File: src/rtl/fetch_trap_pkg.sv
package fetch_trap_pkg;

  localparam int CMP_COUNT  = 2;
  localparam int ADDR_BYTES = 3;
  localparam int BYTE_W     = 8;
  localparam int ADDR_W     = ADDR_BYTES * BYTE_W;
  localparam int STB_W      = CMP_COUNT * ADDR_BYTES;
  localparam int FLAT_W     = CMP_COUNT * ADDR_W;

  // Strobes from register decode into the datapath.
  typedef struct packed {
    logic [STB_W-1:0]  byteWr;  // one per stored address byte, comparator-major
    logic              ctrlWr;  // control register write
    logic [BYTE_W-1:0] wrData;
  } regStrobe_t;

  // Control register bit holding the enable of comparator idx.
  function automatic int enBitPos(input int idx);
    return 2 * idx + 1;
  endfunction

endpackage

File: src/rtl/trap_reg_ctrl.sv
module trap_reg_ctrl
  import fetch_trap_pkg::*;
#(
  parameter int                    REG_ADDR_W = 16,
  parameter logic [REG_ADDR_W-1:0] CMP_BASE   = 16'h1FF0,
  parameter logic [REG_ADDR_W-1:0] CTRL_OFS   = 16'h009E
) (
  input  logic                  clk,
  input  logic                  rstN,
  input  logic [REG_ADDR_W-1:0] regAddr,
  input  logic [BYTE_W-1:0]     regWrData,
  input  logic                  regWr,
  input  logic [FLAT_W-1:0]     cmpAddrFlat,
  input  logic [CMP_COUNT-1:0]  cmpEn,
  output logic [BYTE_W-1:0]     regRdData,
  output regStrobe_t            stb
);

  logic [STB_W-1:0] byteSel;
  logic             ctrlSel;

  // Address byte s lives at CMP_BASE + s; flat bits s*BYTE_W upward.
  generate
    for (genvar s = 0; s < STB_W; s++) begin : g_byteSel
      assign byteSel[s] = (regAddr == CMP_BASE + REG_ADDR_W'(s));
    end
  endgenerate

  assign ctrlSel = (regAddr == CTRL_OFS);

  always_comb begin
    stb.byteWr = byteSel & {STB_W{regWr}};
    stb.ctrlWr = ctrlSel & regWr;
    stb.wrData = regWrData;
  end

  always_comb begin
    regRdData = '0;
    for (int s = 0; s < STB_W; s++) begin
      if (byteSel[s]) regRdData = cmpAddrFlat[s*BYTE_W +: BYTE_W];
    end
    if (ctrlSel) begin
      for (int c = 0; c < CMP_COUNT; c++) begin
        regRdData[enBitPos(c)] = cmpEn[c];
      end
    end
  end

  // At most one register is written per cycle.
  AST_ONE_WRITE_TARGET: assert property (@(posedge clk) disable iff (!rstN)
    $onehot0({stb.byteWr, stb.ctrlWr})) else $error("AST_ONE_WRITE_TARGET");
  // Unmapped offsets read as zero.
  AST_UNMAPPED_ZERO: assert property (@(posedge clk) disable iff (!rstN)
    (!(|byteSel) && !ctrlSel) |-> (regRdData == '0)) else $error("AST_UNMAPPED_ZERO");

endmodule

File: src/rtl/trap_datapath.sv
module trap_datapath
  import fetch_trap_pkg::*;
#(
  parameter logic [BYTE_W-1:0] TRAP_OPC = 8'h01
) (
  input  logic                 clk,
  input  logic                 rstN,
  input  regStrobe_t           stb,
  input  logic [ADDR_W-1:0]    fetchAddr,
  input  logic                 fetchValid,
  input  logic [BYTE_W-1:0]    memOpcode,
  output logic [BYTE_W-1:0]    opcodeOut,
  output logic                 trapHit,
  output logic [FLAT_W-1:0]    cmpAddrFlat,
  output logic [CMP_COUNT-1:0] cmpEn
);

  logic [FLAT_W-1:0]    addrQ;
  logic [CMP_COUNT-1:0] enQ;
  logic [CMP_COUNT-1:0] hit;

  // Address bytes carry no reset value; software loads them before enabling.
  generate
    for (genvar s = 0; s < STB_W; s++) begin : g_addrByte
      always_ff @(posedge clk) begin
        if (stb.byteWr[s]) addrQ[s*BYTE_W +: BYTE_W] <= stb.wrData;
      end
    end
  endgenerate

  always_ff @(posedge clk or negedge rstN) begin
    if (!rstN) begin
      enQ <= '0;
    end else if (stb.ctrlWr) begin
      for (int c = 0; c < CMP_COUNT; c++) begin
        enQ[c] <= stb.wrData[enBitPos(c)];
      end
    end
  end

  generate
    for (genvar c = 0; c < CMP_COUNT; c++) begin : g_cmp
      assign hit[c] = fetchValid && enQ[c] &&
                      (fetchAddr == addrQ[c*ADDR_W +: ADDR_W]);
    end
  endgenerate

  assign trapHit     = |hit;
  assign opcodeOut   = trapHit ? TRAP_OPC : memOpcode;
  assign cmpAddrFlat = addrQ;
  assign cmpEn       = enQ;

  AST_HIT_GIVES_TRAP: assert property (@(posedge clk) disable iff (!rstN)
    trapHit |-> (opcodeOut == TRAP_OPC)) else $error("AST_HIT_GIVES_TRAP");
  AST_NO_HIT_PASSES: assert property (@(posedge clk) disable iff (!rstN)
    !trapHit |-> (opcodeOut == memOpcode)) else $error("AST_NO_HIT_PASSES");
  AST_IDLE_FETCH_QUIET: assert property (@(posedge clk) disable iff (!rstN)
    !fetchValid |-> !trapHit) else $error("AST_IDLE_FETCH_QUIET");
  AST_EN0_FOLLOWS_WRITE: assert property (@(posedge clk) disable iff (!rstN)
    stb.ctrlWr |=> (cmpEn[0] == $past(stb.wrData[1]))) else $error("AST_EN0_FOLLOWS_WRITE");
  AST_EN_HOLDS: assert property (@(posedge clk) disable iff (!rstN)
    !stb.ctrlWr |=> $stable(cmpEn)) else $error("AST_EN_HOLDS");
  AST_ADDR_HOLDS: assert property (@(posedge clk) disable iff (!rstN)
    !(|stb.byteWr) |=> $stable(cmpAddrFlat)) else $error("AST_ADDR_HOLDS");

endmodule

File: src/rtl/fetch_trap_patcher.sv
module fetch_trap_patcher
  import fetch_trap_pkg::*;
#(
  parameter int                    REG_ADDR_W = 16,
  parameter logic [REG_ADDR_W-1:0] CMP_BASE   = 16'h1FF0,
  parameter logic [REG_ADDR_W-1:0] CTRL_OFS   = 16'h009E,
  parameter logic [7:0]            TRAP_OPC   = 8'h01
) (
  input  logic                  clk,
  input  logic                  rstN,
  input  logic [REG_ADDR_W-1:0] regAddr,
  input  logic [7:0]            regWrData,
  input  logic                  regWr,
  output logic [7:0]            regRdData,
  input  logic [23:0]           fetchAddr,
  input  logic                  fetchValid,
  input  logic [7:0]            memOpcode,
  output logic [7:0]            opcodeOut,
  output logic                  trapHit
);

  regStrobe_t           stb;
  logic [FLAT_W-1:0]    cmpAddrFlat;
  logic [CMP_COUNT-1:0] cmpEn;

  trap_reg_ctrl #(
    .REG_ADDR_W (REG_ADDR_W),
    .CMP_BASE   (CMP_BASE),
    .CTRL_OFS   (CTRL_OFS)
  ) uCtrl (
    .clk         (clk),
    .rstN        (rstN),
    .regAddr     (regAddr),
    .regWrData   (regWrData),
    .regWr       (regWr),
    .cmpAddrFlat (cmpAddrFlat),
    .cmpEn       (cmpEn),
    .regRdData   (regRdData),
    .stb         (stb)
  );

  trap_datapath #(
    .TRAP_OPC (TRAP_OPC)
  ) uPath (
    .clk         (clk),
    .rstN        (rstN),
    .stb         (stb),
    .fetchAddr   (fetchAddr),
    .fetchValid  (fetchValid),
    .memOpcode   (memOpcode),
    .opcodeOut   (opcodeOut),
    .trapHit     (trapHit),
    .cmpAddrFlat (cmpAddrFlat),
    .cmpEn       (cmpEn)
  );

  // Both comparators matching still yields one ordinary substitution.
  AST_DUAL_HIT_SINGLE: assert property (@(posedge clk) disable iff (!rstN)
    (uPath.hit == 2'b11) |-> (trapHit && opcodeOut == TRAP_OPC)) else $error("AST_DUAL_HIT_SINGLE");

endmodule

File: config.mk
export PLATFORM = sky130hd
export DESIGN_NAME = fetch_trap_patcher
export DESIGN_NICKNAME = d
export VERILOG_FILES = /design/src/rtl/fetch_trap_pkg.sv /design/src/rtl/trap_reg_ctrl.sv /design/src/rtl/trap_datapath.sv /design/src/rtl/fetch_trap_patcher.sv
export SDC_FILE = /design/constraint.sdc
export NUM_CORES = 1
export LEC_CHECK = 0
export BUFFER_PORTS_ARGS = -buffer_cell sky130_fd_sc_hd__buf_2
export CORE_ASPECT_RATIO = 1.5
export CORE_MARGIN = 10
export CORE_UTILIZATION = 29
export CTS_CLUSTER_DIAMETER = 150
export DETAILED_ROUTE_END_ITERATION = 7
export GPL_ROUTABILITY_DRIVEN = 0
export GPL_TIMING_DRIVEN = 0
export PLACE_DENSITY_LB_ADDON = 0.15
export SLEW_MARGIN = 0
export SYNTH_ARGS = -nofsm -noshare
export SYNTH_HDL_FRONTEND = slang
export SYNTH_HIERARCHICAL = 1
export SYNTH_SLANG_ARGS = --single-unit
File: constraint.sdc
create_clock -name clk -period 2 [get_ports clk]
set_input_delay 0.3 -clock clk [delete_from_list [all_inputs] [get_ports clk]]
set_output_delay 0.3 -clock clk [all_outputs]
set_load 0.02 [all_outputs]
==> impl_metrics.csv <==
group,metric,value,unit
yosys,synth.top_cells.by_area,"sky130_fd_sc_hd__edfxtp_1 51%, sky130_fd_sc_hd__xnor2_1 15%, sky130_fd_sc_hd__mux2i_1 3.9%, sky130_fd_sc_hd__nand4_1 2.7%, sky130_fd_sc_hd__nor2_1 2.4%",
yosys,synth_area,0.00280,mm^2
yosys,synthDominantCellAreaShare,0.515,
grt,gr-usage-all-layers,0.127,
grt,groute.layer.met1.usage,0.134,
yosys,synth_commonest_cells,"48 x sky130_fd_sc_hd__edfxtp_1, 48 x sky130_fd_sc_hd__xnor2_1, 18 x sky130_fd_sc_hd__nor2_1",
setup_path,cpPeakStageDelay,430,ps
clocking,tritoncts.num_buffers,5,
setup_path,rr_startpoint,"uPath/cmpEn[1]",
route,drt-wirelength-per-cell,20.5,um
finish,fillerInstances,919,
route,route.detailed.vias_per_inst,4.81,
hold_path,holdPathStages,1,
clocking,cts_tree,"done",
timing,final.setup.worst_slack,-306,ps
floorplanning,floorplan.core_area,0.00936,mm^2
power,final_total_power,2260,uW
setup_path,cp_data_arrival_time,2010,ps
placed_design,half_perimeter_wire_length_of_the_detailed_placement_result,6810,um
timing,final_period_minus_worst_setup_slack,2310,ps
power,power.density_cell_area,579,mW/mm^2
grt,grt-ovfl-total,0,
clocking,clkLatencyLatePin,300,ps
route,dr_total_vias,2072,
grt,grt_use_met3,0.0364,
grt,grtUsageMet2,0.216,
timing,slew_violations,0,
yosys,netlist-cell-type-count,36,
power,power.static_leakage,0.00140,uW
clocking,clk_pin_slew,60,ps
finish,area_delta_synth_final,39.5,%
yosys,yosys_most_used_dff,"sky130_fd_sc_hd__edfxtp_1",
flow_run,cap_viol_max_count,0,
timing,unrepaired_setup_endpoints_after_global_routing,"yes",
timing,worst_slew_margin_rel,0.603,
route,routed_wl,8830,um
timing,max_clock_freq,434,MHz
finish,n_antenna_cell,0,
grt,grt_first_pass_wirelength,13400,um
timing,finalSetupViolations,49,
timing,hold_viol,0,
finish,num-nets-final,378,
clocking,htreeDepth,2,
floorplanning,fp.dieH,140,um
yosys,post_synth_arst_share,0.0400,
floorplanning,die-area,0.0141,mm^2
power,vdd_drop_max,0.321,mV
hold_path,worstHoldStart,"regWrData[5]",
setup_path,reg2reg_depth,1,
setup_path,critical_path.reg2reg.endpoint,"uPath/cmpEn[1]",
clocking,cts.path.max_buffers,2,
yosys,synth_warnings,6,
setup_path,top_fanout_value_on_the_critical_path,9,
route,route.antenna.remaining_nets,0,
floorplanning,floorplan.die.width,100,um
route,final_routed_drc_violation_total,0,
yosys,synthCells,232,
setup_path,worstSetupEndpointType,"primary output",
grt,grt_start_max_net_pins,16,
yosys,sequential_area_share_after_synthesis,0.533,
setup_path,reg2reg_setup_slack,1220,ps
yosys,synth-edff-count,48,
route,detail_route.first_pass.iterations,4,
placed_design,dpl-instance-area,0.00336,mm^2
floorplanning,ios,77,
finish,stdcell_area,0.00391,mm^2
clocking,clock_sinks,50,
setup_path,crit_path_cell_trace,"xnor2_2 -> nand4_1 -> nor4_4 -> a22oi_2 -> and2_1 -> buf_2",
grt,grt_antenna_before_repair,0,
run_status,status,"complete, but fails checks",
yosys,netlist.top_cell.by_area,"sky130_fd_sc_hd__edfxtp_1",
run_status,violations,"negative setup slack",
floorplanning,rows,43,
setup_path,critical_path.startpoint_type,"register",
hold_path,min-delay-path-class,"in -> reg",
setup_path,cp.required,1700,ps
grt,vias_in_the_first_global_route,2340,
placed_design,numPortBuffers,67,
timing,finalCritPeriodShare,1.15,
clocking,root_buffer,"sky130_fd_sc_hd__clkbuf_16",
floorplanning,start_util,0.299,
timing,clock-skew-final,0,ps
yosys,synth_seq_cells,50,
finish,final_layout_size_suffix_gt1_frac,0.426,
hold_path,holdPathEnd,"uPath/cmpAddrFlat[37]",
timing,timing_worst_slew_pin_value,595,ps
yosys,synth_area_per_cell,12.1,um^2
setup_path,cpMaxStageDelayCell,"sky130_fd_sc_hd__edfxtp_1",
setup_path,worst-setup-path-type,"reg -> out",
route,drt_initial_violations,95,
yosys,synth.net_count,292,
grt,globalRoute.busiestLayer,"met2",
[power by group]
part	total, uW	switching [uW]	internal, uW
sequential	1150	0.0211	1150
clock	822	365	457
combinational	295	158	137
total	2260	523	1740
[what timing repair did]
item	in CTS	in global routing
buffers inserted	12	1
hold buffers	1	0
gates resized for setup	61	16
hold endpoints to repair	2	0
setup endpoints to repair	67	65
pin swaps	11	7
[registers in the layout (all words and copies together), names as in the netlist]
signal and count:
uPath/cmpEn 2, uPath/cmpAddrFlat 48
[worst max-delay path by stage]
| stage | startpoint | to | slack (ps) | cells after the start |
|---|---|---|---|---|
| 2_1_floorplan | regAddr[13] | uPath/cmpAddrFlat[10] | -480 | 5 |
| 3_3_place_gp | regAddr[0] | uPath/cmpAddrFlat[46] | -1440 | 5 |
| 3_5_place_dp | regAddr[13] | uPath/cmpAddrFlat[9] | -910 | 6 |
| 4_1_cts | uPath/cmpAddrFlat[44] | opcodeOut[1] | -270 | 6 |
| 5_1_grt | uPath/cmpAddrFlat[44] | opcodeOut[1] | -350 | 6 |
| 6_report | uPath/cmpAddrFlat[21] | opcodeOut[1] | -310 | 6 |
[per-layer routing]
metal	wire [um]	up-vias
met3	586	14
li1	-	1017
met2	4500	77
met1	3360	964
met5	0	-
met4	386	0
[placed cells by master, fill, tap and decap left out, types with 4 or more instances in the layout]
| cell type | n |
|---|---|
| sky130_fd_sc_hd__a21oi_1 | 8 |
| sky130_fd_sc_hd__a21oi_4 | 5 |
| sky130_fd_sc_hd__and2_1 | 7 |
| sky130_fd_sc_hd__buf_2 | 54 |
| sky130_fd_sc_hd__buf_4 | 9 |
| sky130_fd_sc_hd__buf_6 | 25 |
| sky130_fd_sc_hd__clkbuf_16 | 5 |
| sky130_fd_sc_hd__edfxtp_1 | 48 |
| sky130_fd_sc_hd__inv_1 | 5 |
| sky130_fd_sc_hd__mux2i_1 | 11 |
| sky130_fd_sc_hd__nand2_1 | 8 |
| sky130_fd_sc_hd__nand2b_1 | 4 |
| sky130_fd_sc_hd__nand3_1 | 5 |
| sky130_fd_sc_hd__nand4_1 | 12 |
| sky130_fd_sc_hd__nor2_1 | 15 |
| sky130_fd_sc_hd__nor3_1 | 4 |
| sky130_fd_sc_hd__o21ai_1 | 5 |
| sky130_fd_sc_hd__o22ai_1 | 5 |
| sky130_fd_sc_hd__xnor2_1 | 40 |
| sky130_fd_sc_hd__xnor2_2 | 8 |
[final cells by class]
cell class	count	area, um^2	share of cell area
buffer	13	96.3	0.0247
clock buffer	5	125	0.0320
clock inverter	3	16.3	0.00417
inverter	5	18.8	0.00481
multi-input combinational	163	1440	0.368
sequential	50	1490	0.382
tap	112	140	0.0359
timing repair buffer	80	582	0.149
[cell families after synthesis]
logic type,after synthesis,synth area share
AO/OA/AOI/OAI,26,0.0541
XOR/XNOR,48,0.150
AND/OR/NAND/NOR,73,0.152
multiplexers,16,0.0715
flip-flops,50,0.533
buffers and inverters,19,0.0393
[metrics by stage]
step | util | TNS, ps | setup WS [ps] | hold slack (ps) | cells
4_1_cts | 0.412 | -7420 | -274 | 218 | 431
3_5_place_dp | 0.359 | -46780 | -911 | 90.8 | 411
2_1_floorplan | - | -18970 | -475 | 4.41 | 232
6_report | 0.417 | -6330 | -306 | 223 | 431
5_1_grt | 0.417 | -8290 | -346 | 221 | 431
3_3_place_gp | 0.358 | -51720 | -1440 | 88.9 | 411
[worst max-delay path, delay by kind of cell, from the launching register on]
kind | cells | cell delay, ps
AND/OR/NAND/NOR | 3 | 730
flip-flops | 1 | 430
XOR/XNOR | 1 | 240
AO/OA/AOI/OAI | 1 | 160
buffers and inverters | 1 | 160
No activity file was read; power rests on OpenSTA's default activity.
